$ cat src/rtl/psc_pkg.sv
package psc_pkg;
  localparam int MAXW = 64;

  typedef enum logic {
    SCHEME_SYS  = 1'b0,
    SCHEME_DUAL = 1'b1
  } psc_scheme_e;

  // Nearest masked bit below position i, or -1 when bit i heads the chain.
  function automatic int prev_scan(logic [MAXW-1:0] m, int i);
    int r;
    r = -1;
    for (int k = 0; k < i; k++) if (m[k]) r = k;
    return r;
  endfunction

  function automatic int first_scan(logic [MAXW-1:0] m, int w);
    int r;
    r = -1;
    for (int k = w - 1; k >= 0; k--) if (m[k]) r = k;
    return r;
  endfunction

  function automatic int last_scan(logic [MAXW-1:0] m, int w);
    int r;
    r = -1;
    for (int k = 0; k < w; k++) if (m[k]) r = k;
    return r;
  endfunction
endpackage

$ cat src/rtl/psc_next_state.sv
module psc_next_state #(
  parameter int W   = 12,
  parameter int TAP = 6
) (
  input  logic [W-1:0] cur,
  input  logic         fin,
  output logic [W-1:0] nxt
);
  always_comb begin
    nxt = {cur[W-2:0], cur[W-1] ^ cur[TAP] ^ fin};
  end
endmodule

$ cat src/rtl/psc_cell.sv
module psc_cell #(
  parameter bit IS_SCAN = 1'b0,
  parameter bit DUAL    = 1'b0
) (
  input  logic clk,
  input  logic scan_clk,
  input  logic rst_n,
  input  logic scan_en,
  input  logic d_func,
  input  logic d_scan,
  output logic q
);
  logic unused_cell;
  assign unused_cell = ^{scan_clk, d_scan, scan_en};

  if (DUAL && IS_SCAN) begin : g_dual_scan
    logic cell_clk;
    assign cell_clk = scan_en ? scan_clk : clk;
    always_ff @(posedge cell_clk or negedge rst_n) begin
      if (!rst_n)       q <= 1'b0;
      else if (scan_en) q <= d_scan;
      else              q <= d_func;
    end
  end else if (DUAL) begin : g_dual_hold
    always_ff @(posedge clk or negedge rst_n) begin
      if (!rst_n)        q <= 1'b0;
      else if (!scan_en) q <= d_func;
    end
  end else if (IS_SCAN) begin : g_sys_scan
    always_ff @(posedge clk or negedge rst_n) begin
      if (!rst_n)       q <= 1'b0;
      else if (scan_en) q <= d_scan;
      else              q <= d_func;
    end
  end else begin : g_plain
    always_ff @(posedge clk or negedge rst_n) begin
      if (!rst_n) q <= 1'b0;
      else        q <= d_func;
    end
  end
endmodule

$ cat src/rtl/partial_scan_wrap.sv
module partial_scan_wrap #(
  parameter int                  W         = 12,
  parameter int                  TAP       = 6,
  parameter logic [W-1:0]        SCAN_MASK = 12'hA69,
  parameter psc_pkg::psc_scheme_e SCHEME   = psc_pkg::SCHEME_SYS
) (
  input  logic         clk,
  input  logic         rst_n,
  input  logic         scan_clk,
  input  logic         scan_en,
  input  logic         scan_in,
  input  logic         func_in,
  output logic [W-1:0] state_q,
  output logic         scan_out
);
  localparam logic [psc_pkg::MAXW-1:0] MASK64 = psc_pkg::MAXW'(SCAN_MASK);
  localparam logic [W-1:0] M     = SCAN_MASK;
  localparam bit           DUAL  = (SCHEME == psc_pkg::SCHEME_DUAL);
  localparam int           FIRST = psc_pkg::first_scan(MASK64, W);
  localparam int           LAST  = psc_pkg::last_scan(MASK64, W);

  logic [W-1:0] nxt;

  psc_next_state #(.W(W), .TAP(TAP)) u_next (
    .cur (state_q),
    .fin (func_in),
    .nxt (nxt)
  );

  for (genvar i = 0; i < W; i++) begin : g_bit
    localparam int P = psc_pkg::prev_scan(MASK64, i);
    logic d_scan;
    if (P < 0) begin : g_head
      assign d_scan = scan_in;
    end else begin : g_link
      assign d_scan = state_q[P];
    end
    psc_cell #(.IS_SCAN(M[i]), .DUAL(DUAL)) u_cell (
      .clk      (clk),
      .scan_clk (scan_clk),
      .rst_n    (rst_n),
      .scan_en  (scan_en),
      .d_func   (nxt[i]),
      .d_scan   (d_scan),
      .q        (state_q[i])
    );
  end

  if (LAST < 0) begin : g_no_chain
    assign scan_out = 1'b0;
  end else begin : g_chain_tail
    assign scan_out = state_q[LAST];
  end

  // Checks kept beside the clocking variant they guard.
  if (DUAL) begin : g_chk_dual
    assert_func_mode_R2: assert property (@(posedge clk) disable iff (!rst_n)
      !scan_en |=> (scan_en || state_q == $past(nxt)));
    assert_nonscan_hold_R7: assert property (@(posedge clk) disable iff (!rst_n)
      scan_en |=> (!scan_en || ((state_q & ~M) == ($past(state_q) & ~M))));
  end else begin : g_chk_sys
    assert_func_mode_R2: assert property (@(posedge clk) disable iff (!rst_n)
      !scan_en |=> (state_q == $past(nxt)));
    assert_nonscan_advance_R4: assert property (@(posedge clk) disable iff (!rst_n)
      scan_en |=> ((state_q & ~M) == ($past(nxt) & ~M)));
    if (FIRST >= 0) begin : g_chk_head
      assert_chain_head_R3: assert property (@(posedge clk) disable iff (!rst_n)
        scan_en |=> (state_q[FIRST] == $past(scan_in)));
    end
  end
endmodule

$ cat config.mk
export PLATFORM = sky130hd
export DESIGN_NAME = partial_scan_wrap
export DESIGN_NICKNAME = d
export VERILOG_FILES = /design/src/rtl/psc_pkg.sv /design/src/rtl/psc_next_state.sv /design/src/rtl/psc_cell.sv /design/src/rtl/partial_scan_wrap.sv
export SDC_FILE = /design/constraint.sdc
export NUM_CORES = 1
export LEC_CHECK = 0
export ABC_CLOCK_PERIOD_IN_PS = 1300
export BUFFER_PORTS_ARGS = -buffer_cell sky130_fd_sc_hd__buf_2
export CORE_AREA = 3 3 40 42
export DETAILED_ROUTE_END_ITERATION = 10
export DIE_AREA = 0 0 43 45
export GPL_TIMING_DRIVEN = 0
export PLACE_DENSITY_LB_ADDON = 0.3
export REMOVE_ABC_BUFFERS = 1
export SETUP_SLACK_MARGIN = 0.3
export SLEW_MARGIN = 20
export SYNTH_ARGS = -nofsm -noshare
export SYNTH_HDL_FRONTEND = slang
export SYNTH_SLANG_ARGS = --single-unit
$ cat constraint.sdc
create_clock -name clk -period 1.3 [get_ports clk]
set_clock_uncertainty 0.1 [all_clocks]
set_input_delay 0.195 -clock clk [delete_from_list [all_inputs] [get_ports clk]]
set_output_delay 0.195 -clock clk [all_outputs]
set_load 0.01 [all_outputs]
==> key figures, run 1 <==
Timing
  • Hold Fails Final Rpt: 0
  • Final total negative setup slack: 0 ns
  • Relative slew margins: 82.7%
  • Fmax: between 800 and 900 MHz
  • Final setup violation count: 0
  • Minimum clock period: around 1.1 ns
  • Max-slew violation count: 0
  • Worst hold slack: between 0.04 and 0.05 ns
  • Final period util: slightly below 90%
  • Slew at the pin with the worst max-slew slack: 0.259 ns
  • Final worst slack: between 0.15 and 0.2 ns
  • RSZ-0062 raised after global routing: true

Logic synthesis
  • Number of synthesized flops with an enable pin: 0
  • Asr flop ratio synth: between 90% and 100%
  • Register bit total from synthesis: 12
  • Synthesized instance count: 31
  • Synth area leaders: dfrtp_1 (64%), buf_4 (19%), mux2_2 (9.7%)
  • Post-Synth Simple-Gate Area: less than 1%
  • Yosys cell types: 6
  • Synth Area in Compound Gates: 1.07%
  • Sequential cell area fraction in the yosys report: roughly 64%
  • Mapped cell area: between 400 and 500 um2
  • Post-Synth XOR/XNOR Area: 4.83%
  • Synth top cells by count: buf_4 (12), dfrtp_1 (12), mux2_2 (4)
  • Area leader, netlist: dfrtp_1
  • Avg Cell Area, Syn: ~15 um2
  • Post-synthesis mux area share: 9.65%
  • YS warnings: 0
  • Largest family of logic cells by synthesized area: buffers and inverters
  • Ys flop type: dfrtp_1
  • Synth Area in Adders: 0%
  • Synth top area share: approximately 64%

Clock tree
  • Clock buffer depth: 2
  • Clock input transition at the sequential cells of the worst setup and hold paths: approximately 0.07 ns
  • Clk sinks: 12
  • Number of CTS-inserted buffers: 3
  • Clk root buf: clkbuf_4
  • Clock H-tree levels: 1
  • TritonCTS clock tree: yes
  • Clock Latency Late Sink: between 0.2 and 0.3 ns

Global routing
  • Initial antenna violation count: 0
  • Global-route wire length before repair: 1.17 mm
  • GRT overflow: 0
  • Vias in the first global route: around 260
  • Largest net degree at the start of global routing: 13
  • Total global-route track usage: about 9.0%

Detailed routing
  • 1st-iter DRT viols: 0
  • Wire per inst: 11.4 um
  • DR vias: 257
  • DR DRC count: 0
  • Routed WL: roughly 720 um
  • ANT nets after route: 0
  • Pre-antenna DRT Iters: 1
  • Vias per cell: 4.08

Layout
  • Non-Filler Instances: 63
  • Multi-input gate area: 76.3 um2
  • Final core utilization: a little under half
  • Register area: between 300 and 400 um2
  • Final net count: between 50 and 60
  • Max FFs per register: 12
  • Share of cells above drive strength 1: about two thirds
  • ANT cells: 0
  • Top flop regs: g_bit.u_cell.q (12)
  • Design area: roughly 590 um2
  • Area Overhead vs Synth: 26.5%
  • Fill cell count: roughly 120
  • Biggest register: g_bit.u_cell.q

Pwr
  • Internal power: between 1 and 1.5 mW
  • Leak: about 0.31 nW
  • Final Power: 1.52 mW
  • Switching part of the total power: between 20 and 30%
  • NetSw: between 0.4 and 0.5 mW
  • Flop pwr share: a little over two fifths
  • Power density over the cells: between 2000 and 3000 nW/um2
  • Clock power share: 18.6%
  • Worst ir drop on vdd: 1.10 mV
  • Combinational Power Share: between 30% and 40%

Setup path
  • Crit-path slowest cell: dfrtp_1
  • Startpoint types: flop
  • Worst Path Max Fanout: 4
  • Crit path kind: reg2out
  • WP data required: 1.00 ns
  • CP top delay family: flip-flops
  • Slowest stage delay, CP: 0.42 ns
  • CP Cell Sequence: buf_2
  • Worst path bufs/invs: 1
  • Arrival time worst endpoint: 0.83 ns
  • Setup crit end kind: primary output

Run
  • Max Cap Viol: 0

Place
  • PortBufs: 17
  • Placed cell areas: between 400 and 500 um2
  • DP Worst Slack: 0.253 ns
  • Cells after DPL: 51
  • GPL Wtd Cong: ~0.72

Floorplanning
  • Chip width: approximately 43 um
  • Placeable core region: about 1300 um2
  • Full die area: 1940 um2
  • Overall die height: 45 um
  • Io pins: 19
  • Initial Util: 36.3%
  • Num rows: 13

Min path
  • Hold crit path type: in2reg

Run status
  • Status: finished clean
## cells in the final DEF (no fill, tap or decap)
cell and instances:
buf_4 4, buf_2 17, clkbuf_4 3, mux2_2 4, dfrtp_1 12, dlygate4sd3_1 1
buf_6 3, xnor3_1 1, o21ai_1 1, clkbuf_8 1, nand2_1 1
## timing repair
action	CTS	global route
hold endpoints to repair	12	0
resized for setup	0	3
setup buffers	6	1
gates cloned	0	0
hold buffers	1	0
endpoints found under the setup margin	14	17
## power groups by stage
stage / registers [mW] / logic [mW] / clock network, mW
after floorplan: 0.743 / 0.104 / 0
after global placement: 0.644 / 0.423 / 0
after detailed placement: 0.658 / 0.421 / 0
after CTS: 0.636 / 0.564 / 0.300
after global routing: 0.664 / 0.645 / 0.320
final: 0.640 / 0.599 / 0.284
## cell families after synthesis
group | after synthesis
flip-flops | 12
buffers and inverters | 12
multiplexers | 4
XOR/XNOR | 1
AO/OA/AOI/OAI | 1
AND/OR/NAND/NOR | 1
## final cells by class
type	count	share of cell area [%]
repair buffers	25	26.9
multi-input cells	7	12.9
clock buffers	4	6.14
well taps	15	3.18
flip-flops and latches	12	50.8
## worst min-delay path: stages
cell and delay, ns:
buf_2 0.07, nand2_1 0.04, o21ai_1 0.07
## layer usage
metal  global-route usage [%]  wire length [um]
met5                        0                 0
met4                     7.23                 0
met3                     5.98                91
met2                     12.0               311
met1                     9.95               315
## path summary, 6_finish.rpt
| check | from | depth (start not counted) | endpoint | slack [ns] |
|---|---|---|---|---|
| worst max-delay path | g_bit[6].u_cell.q | 1 | state_q[6] | 0.17 |
| worst min register to register | g_bit[5].u_cell.q | 0 | g_bit[6].u_cell.q | 0.27 |
| min in group asynchronous | rst_n | 2 | g_bit[6].u_cell.q | 0.24 |
| max in group asynchronous | rst_n | 2 | g_bit[4].u_cell.q | 0.65 |
| worst max register to register | g_bit[6].u_cell.q | 2 | g_bit[0].u_cell.q | 0.24 |
| worst min-delay path | scan_in | 3 | g_bit[0].u_cell.q | 0.05 |
(Power assumes the default switching activity.)
==> run 2: changes to the inputs <==
--- a/config.mk
+++ b/config.mk
@@ -7,9 +7,9 @@
 export LEC_CHECK = 0
 export ABC_CLOCK_PERIOD_IN_PS = 1300
 export BUFFER_PORTS_ARGS = -buffer_cell sky130_fd_sc_hd__buf_2
-export CORE_AREA = 3 3 40 42
+export CORE_MARGIN = 3
+export CORE_UTILIZATION = 31
 export DETAILED_ROUTE_END_ITERATION = 10
-export DIE_AREA = 0 0 43 45
 export GPL_TIMING_DRIVEN = 0
 export PLACE_DENSITY_LB_ADDON = 0.3
 export REMOVE_ABC_BUFFERS = 1
==> run 2 against run 1 <==
Against the previous run: sequential cell count did not move; first-iteration DRC count rose by 1; wire length rose by 1.3%; cell count rose by 1.6%; sequential share of layout area fell by 0.32 points; cell area rose by 0.64%; register-to-register slack barely moved; global-route usage fell by 0.24 points; maximum frequency rose by 2.0%; via count rose by 3.1%; clock power barely moved; critical path type unchanged.
==> key figures, run 2 (synthesis gave the netlist of run 1 again) <==
Pwr
  • Leak: between 0.3 and 0.4 nW
  • Power density over the cells: between 2000 and 3000 nW/um2
  • Worst ir drop on vdd: roughly 0.94 mV
  • NetSw: 0.449 mW
  • Flop pwr share: roughly 41%
  • Internal power: approximately 1.1 mW
  • Switching part of the total power: between 20% and 30%
  • Clock power share: between 10% and 20%
  • Combinational Power Share: between 40% and 50%

Layout
  • Design area: 594 um2
  • Multi-input gate area: about 80 um2
  • Register area: ~300 um2
  • Share of cells above drive strength 1: around two thirds
  • Biggest register: g_bit.u_cell.q
  • Max FFs per register: 12
  • Area Overhead vs Synth: 27.3%
  • Fill cell count: between 100 and 150
  • Final net count: 56
  • Top flop regs: g_bit.u_cell.q (12)
  • Most common cell after layout, fill and taps aside: buf_2
  • Non-Filler Instances: 64
  • ANT cells: 0
  • Commonest non-fill, non-tap cells in the layout: buf_2 (17), dfrtp_1 (12), buf_4 (7)

Run status
  • Status: finished clean

Global routing
  • GRT overflow: 0
  • Global-route wire length before repair: around 1.2 mm
  • Largest net degree at the start of global routing: 13
  • Initial antenna violation count: 0
  • Vias in the first global route: 262
  • Total global-route track usage: 8.76%

Place
  • GPL Wtd Cong: about 0.7
  • Placed cell areas: about 480 um2
  • PortBufs: 17
  • DP Worst Slack: roughly 0.22 ns
  • Cells after DPL: 51

Detailed routing
  • DR vias: roughly 270
  • Vias per cell: slightly above 4
  • Routed WL: about 730 um
  • ANT nets after route: 0
  • Wire per inst: about 11 um
  • Pre-antenna DRT Iters: 2
  • DR DRC count: 0
  • 1st-iter DRT viols: 1

Floorplanning
  • Overall die height: 44.8 um
  • Chip width: approximately 45 um
  • Placeable core region: 1350 um2
  • Initial Util: ~35%
  • Io pins: 19
  • Num rows: 13
  • Full die area: 2010 um2

Timing
  • Relative slew margins: 82.5%
  • Minimum clock period: between 1 and 1.5 ns
  • Slew at the pin with the worst max-slew slack: between 0.2 and 0.3 ns
  • Worst hold slack: approximately 0.043 ns
  • Final total negative setup slack: 0 ns
  • Fmax: roughly 900 MHz
  • RSZ-0062 raised after global routing: true
  • Max-slew violation count: 0
  • Final setup violation count: 0
  • Final worst slack: 0.192 ns
  • Hold Fails Final Rpt: 0
  • Final period util: a little under nine tenths

Clock tree
  • Clock Latency Late Sink: 0.26 ns
  • Clock buffer depth: 2
  • Number of CTS-inserted buffers: 3
  • Clk root buf: clkbuf_4
  • Clk sinks: 12
  • Clock H-tree levels: 1
  • TritonCTS clock tree: yes
  • Clock input transition at the sequential cells of the worst setup and hold paths: 0.07 ns

Setup path
  • Worst Path Max Fanout: 3
  • CP Cell Sequence: buf_2
  • Crit-path slowest cell: dfrtp_1
  • Slowest stage delay, CP: roughly 0.4 ns
  • Setup crit end kind: primary output
  • Arrival time worst endpoint: about 0.81 ns
  • CP top delay family: flip-flops
  • Reg-to-reg startpoint: g_bit[6].u_cell.q
  • Crit path kind: reg2out
  • Worst path bufs/invs: 1
  • WP data required: 1.00 ns
  • Critical Path Start: g_bit[6].u_cell.q
  • Startpoint types: flop

Min path
  • Hold Crit Start: scan_in
  • Hold crit path type: in2reg

Run
  • Max Cap Viol: 0
[run 2: changes by cell type in the layout (fill, tap and decap cells not counted), sizes merged]
cell | before | now
buf | 24 | 25
[run 2: area by class of cell]
| type | instances | share of cell area [%] |
|---|---|---|
| repair buffers | 26 | 26.7 |
| clock buffers | 4 | 6.11 |
| flip-flops and latches | 12 | 50.5 |
| multi-input cells | 7 | 13.5 |
| well taps | 15 | 3.16 |
[run 2: power by group through the flow]
stage | Combinational (mW) | Sequential [mW] | Clock, mW
3_3_place_gp | 0.424 | 0.644 | 0
4_1_cts | 0.614 | 0.631 | 0.296
5_1_grt | 0.671 | 0.651 | 0.324
3_5_place_dp | 0.428 | 0.656 | 0
2_1_floorplan | 0.104 | 0.743 | 0
6_report | 0.618 | 0.630 | 0.282
[run 2: stage by stage]
| stage | util [%] | power [mW] |
|---|---|---|
| finish | 44.0 | 1.53 |
| global route | 44.0 | 1.65 |
| CTS | 43.5 | 1.54 |
| detailed placement | 35.6 | 1.08 |
| global placement | 35.6 | 1.07 |
| floorplan | - | 0.846 |
[run 2: worst paths after layout]
| path | to | slack [ns] | cells past startpoint |
|---|---|---|---|
| worst max-delay path | state_q[6] | 0.19 | 1 |
| worst max register to register | g_bit[0].u_cell.q | 0.24 | 2 |
| worst min register to register | g_bit[6].u_cell.q | 0.28 | 0 |
| worst min-delay path | g_bit[0].u_cell.q | 0.04 | 3 |
| max in group asynchronous | g_bit[4].u_cell.q | 0.66 | 2 |
| min in group asynchronous | g_bit[8].u_cell.q | 0.23 | 2 |
[run 2: repair_timing]
action | CTS | global route
hold buffers | 1 | 0
resized for setup | 0 | 2
pin swaps | 0 | 0
setup buffers | 8 | 0
hold endpoints to repair | 12 | 0
setup endpoints to repair | 14 | 16
[run 2: metal layers]
layer  part of all wire (%)  vias to the layer above  global-route usage [%]
met4                      0                        0                    5.26
met2                     44                       14                    12.6
met3                    9.9                        0                    5.18
li1                       -                      126                       -
met1                     46                      125                    9.92
met5                      0                        -                       0
==> run 3: changes to the inputs <==
==> constraint.sdc (replaced) <==
create_clock -name clk -period 1.3 [get_ports clk]
set_clock_uncertainty 0.1 [all_clocks]
set_input_delay 0.26 -clock clk [delete_from_list [all_inputs] [get_ports clk]]
set_output_delay 0.26 -clock clk [all_outputs]
set_load 0.01 [all_outputs]
==> run 3 against run 2 <==
Against the previous run: first-iteration DRC count unchanged; cell area increased by 1.9%; register-to-register slack got worse by 0.11 ns; sequential power about the same; non-clock buffer count increased by 1; wire length increased by 3.8%; sequential share of layout area decreased by 0.94 points; total power increased by 2.8%; clock power about the same; combinational power increased by 6.6%; hold slack improved by 0.065 ns; largest power group is now combinational logic; highest routed layer unchanged.
==> key figures, run 3 (synthesis gave the netlist of run 1 again) <==
Run status
  • Status: finished clean

Clock tree
  • Clock buffer depth: 2
  • Clk sinks: 12
  • Clock H-tree levels: 1
  • Number of CTS-inserted buffers: 3
  • TritonCTS clock tree: yes
  • Clock Latency Late Sink: approximately 0.26 ns
  • Clock input transition at the sequential cells of the worst setup and hold paths: around 0.070 ns
  • Clk root buf: clkbuf_4

Timing
  • Hold Fails Final Rpt: 0
  • Final total negative setup slack: 0 ns
  • Final period util: around 90%
  • Minimum clock period: ~1.2 ns
  • Fmax: 856 MHz
  • RSZ-0062 raised after global routing: true
  • Max-slew violation count: 0
  • Final setup violation count: 0
  • Relative slew margins: 82.9%
  • Final worst slack: roughly 0.13 ns
  • Slew at the pin with the worst max-slew slack: about 0.26 ns

Setup path
  • WP data required: approximately 0.94 ns
  • Crit-path slowest cell: dfrtp_1
  • Slowest stage delay, CP: approximately 0.4 ns
  • Worst Path Max Fanout: 3
  • Arrival time worst endpoint: 0.81 ns
  • Flop2flop setup slack: about 0.13 ns
  • Worst path bufs/invs: 1
  • CP top delay family: flip-flops
  • R2r worst-path depth: 3
  • Reg2reg end: g_bit[0].u_cell.q
  • Crit path kind: reg2out
  • Setup crit end kind: primary output
  • Startpoint types: flop
  • CP Cell Sequence: buf_2
  • Reg-to-reg startpoint: g_bit[11].u_cell.q

Layout
  • Top flop regs: g_bit.u_cell.q (12)
  • Final net count: 57
  • Max FFs per register: 12
  • Commonest non-fill, non-tap cells in the layout: buf_2 (17), dfrtp_1 (12), buf_4 (7)
  • Most common cell after layout, fill and taps aside: buf_2
  • Fill cell count: 120
  • Biggest register: g_bit.u_cell.q
  • Area Overhead vs Synth: 29.8%
  • Share of cells above drive strength 1: approximately 70%
  • ANT cells: 0

Floorplanning
  • Full die area: 2010 um2
  • Overall die height: between 40 and 50 um
  • Placeable core region: roughly 1400 um2
  • Io pins: 19
  • Chip width: 44.8 um
  • Initial Util: 34.6%
  • Num rows: 13

Detailed routing
  • Wire per inst: 11.6 um
  • DR DRC count: 0
  • Pre-antenna DRT Iters: 2
  • DR vias: between 200 and 300
  • 1st-iter DRT viols: 1
  • Routed WL: 756 um
  • ANT nets after route: 0
  • Vias per cell: just over 4

Pwr
  • Combinational Power Share: a little over two fifths
  • Clock power share: between 10% and 20%
  • Internal power: approximately 1.1 mW
  • Leak: about 0.32 nW
  • Power density over the cells: 2600 nW/um2
  • NetSw: between 0.4 and 0.5 mW
  • Switching part of the total power: 29.4%
  • Worst ir drop on vdd: approximately 0.92 mV
  • Flop pwr share: 40.1%

Global routing
  • Global-route wire length before repair: ~1.2 mm
  • Vias in the first global route: ~260
  • Total global-route track usage: between 8 and 9%
  • GRT overflow: 0
  • Initial antenna violation count: 0
  • Largest net degree at the start of global routing: 13

Place
  • DP Worst Slack: around 0.22 ns
  • PortBufs: 17
  • GPL Wtd Cong: between 0.7 and 0.8

Min path
  • Hold Crit Start: scan_in
  • Hold depth: 3
  • Hold endpoint: g_bit[0].u_cell.q
  • Hold crit path type: in2reg

Run
  • Max Cap Viol: 0
run 3: changes by cell type in the layout (fill, tap and decap cells not counted):
cell / previous run / this run
buf_6: 1 / 2
run 3: worst max-delay path by stage:
stage | to | slack [ns] | cells after the start | startpoint
6_report | state_q[6] | 0.13 | 1 | g_bit[6].u_cell.q
5_1_grt | state_q[1] | 0.09 | 1 | g_bit[1].u_cell.q
4_1_cts | g_bit[0].u_cell.q | 0.11 | 3 | g_bit[11].u_cell.q
3_5_place_dp | g_bit[0].u_cell.q | 0.22 | 2 | g_bit[6].u_cell.q
3_3_place_gp | g_bit[0].u_cell.q | 0.25 | 2 | g_bit[6].u_cell.q
2_1_floorplan | g_bit[0].u_cell.q | 0.27 | 2 | g_bit[6].u_cell.q
run 3: timing repair:
action | in CTS | in global routing
hold endpoints to repair | 12 | 0
pin swaps | 1 | 0
hold buffers | 1 | 0
buffers inserted | 8 | 1
endpoints found under the setup margin | 14 | 16
gates resized for setup | 0 | 3
run 3: worst register-to-register path, delay by kind of cell, from the launching register on:
kind / cells / cell delay [ns]
buffers and inverters: 1 / 0.14
XOR/XNOR: 1 / 0.34
flip-flops: 1 / 0.39
AO/OA/AOI/OAI: 1 / 0.13
run 3: cell type report:
cell class              instances  area (um2)  area share [%]
clock buffers                   4        36.3            5.99
multi-input cells               7        80.1            13.2
flip-flops and latches         12         300            49.6
well taps                      15        18.8            3.10
repair buffers                 27         170            28.1
run 3: per-layer routing:
layer | share of wire, % | vias up | GRT usage (%)
li1 | - | 127 | -
met1 | 44 | 129 | 9.41
met2 | 46 | 14 | 12.9
met3 | 10 | 0 | 5.18
met4 | 0 | 0 | 5.26
met5 | 0 | - | 0
run 3: power by group through the flow:
stage	clock network (mW)	registers (mW)	logic [mW]
floorplan	0	0.743	0.104
global placement	0	0.644	0.424
detailed placement	0	0.656	0.428
CTS	0.296	0.629	0.618
global route	0.323	0.649	0.711
finish	0.283	0.630	0.659
run 3: stage by stage:
| stage | power (mW) | utilization (%) | area (um2) | hold slack, ns | cells |
|---|---|---|---|---|---|
| floorplan | 0.846 | - | 377 | -0.136 | 19 |
| global placement | 1.07 | 35.6 | 480 | 0.0353 | 51 |
| detailed placement | 1.08 | 35.6 | 480 | 0.0458 | 51 |
| CTS | 1.54 | 43.5 | 587 | 0.108 | 64 |
| global route | 1.68 | 44.9 | 606 | 0.111 | 65 |
| finish | 1.57 | 44.9 | 606 | 0.108 | 65 |
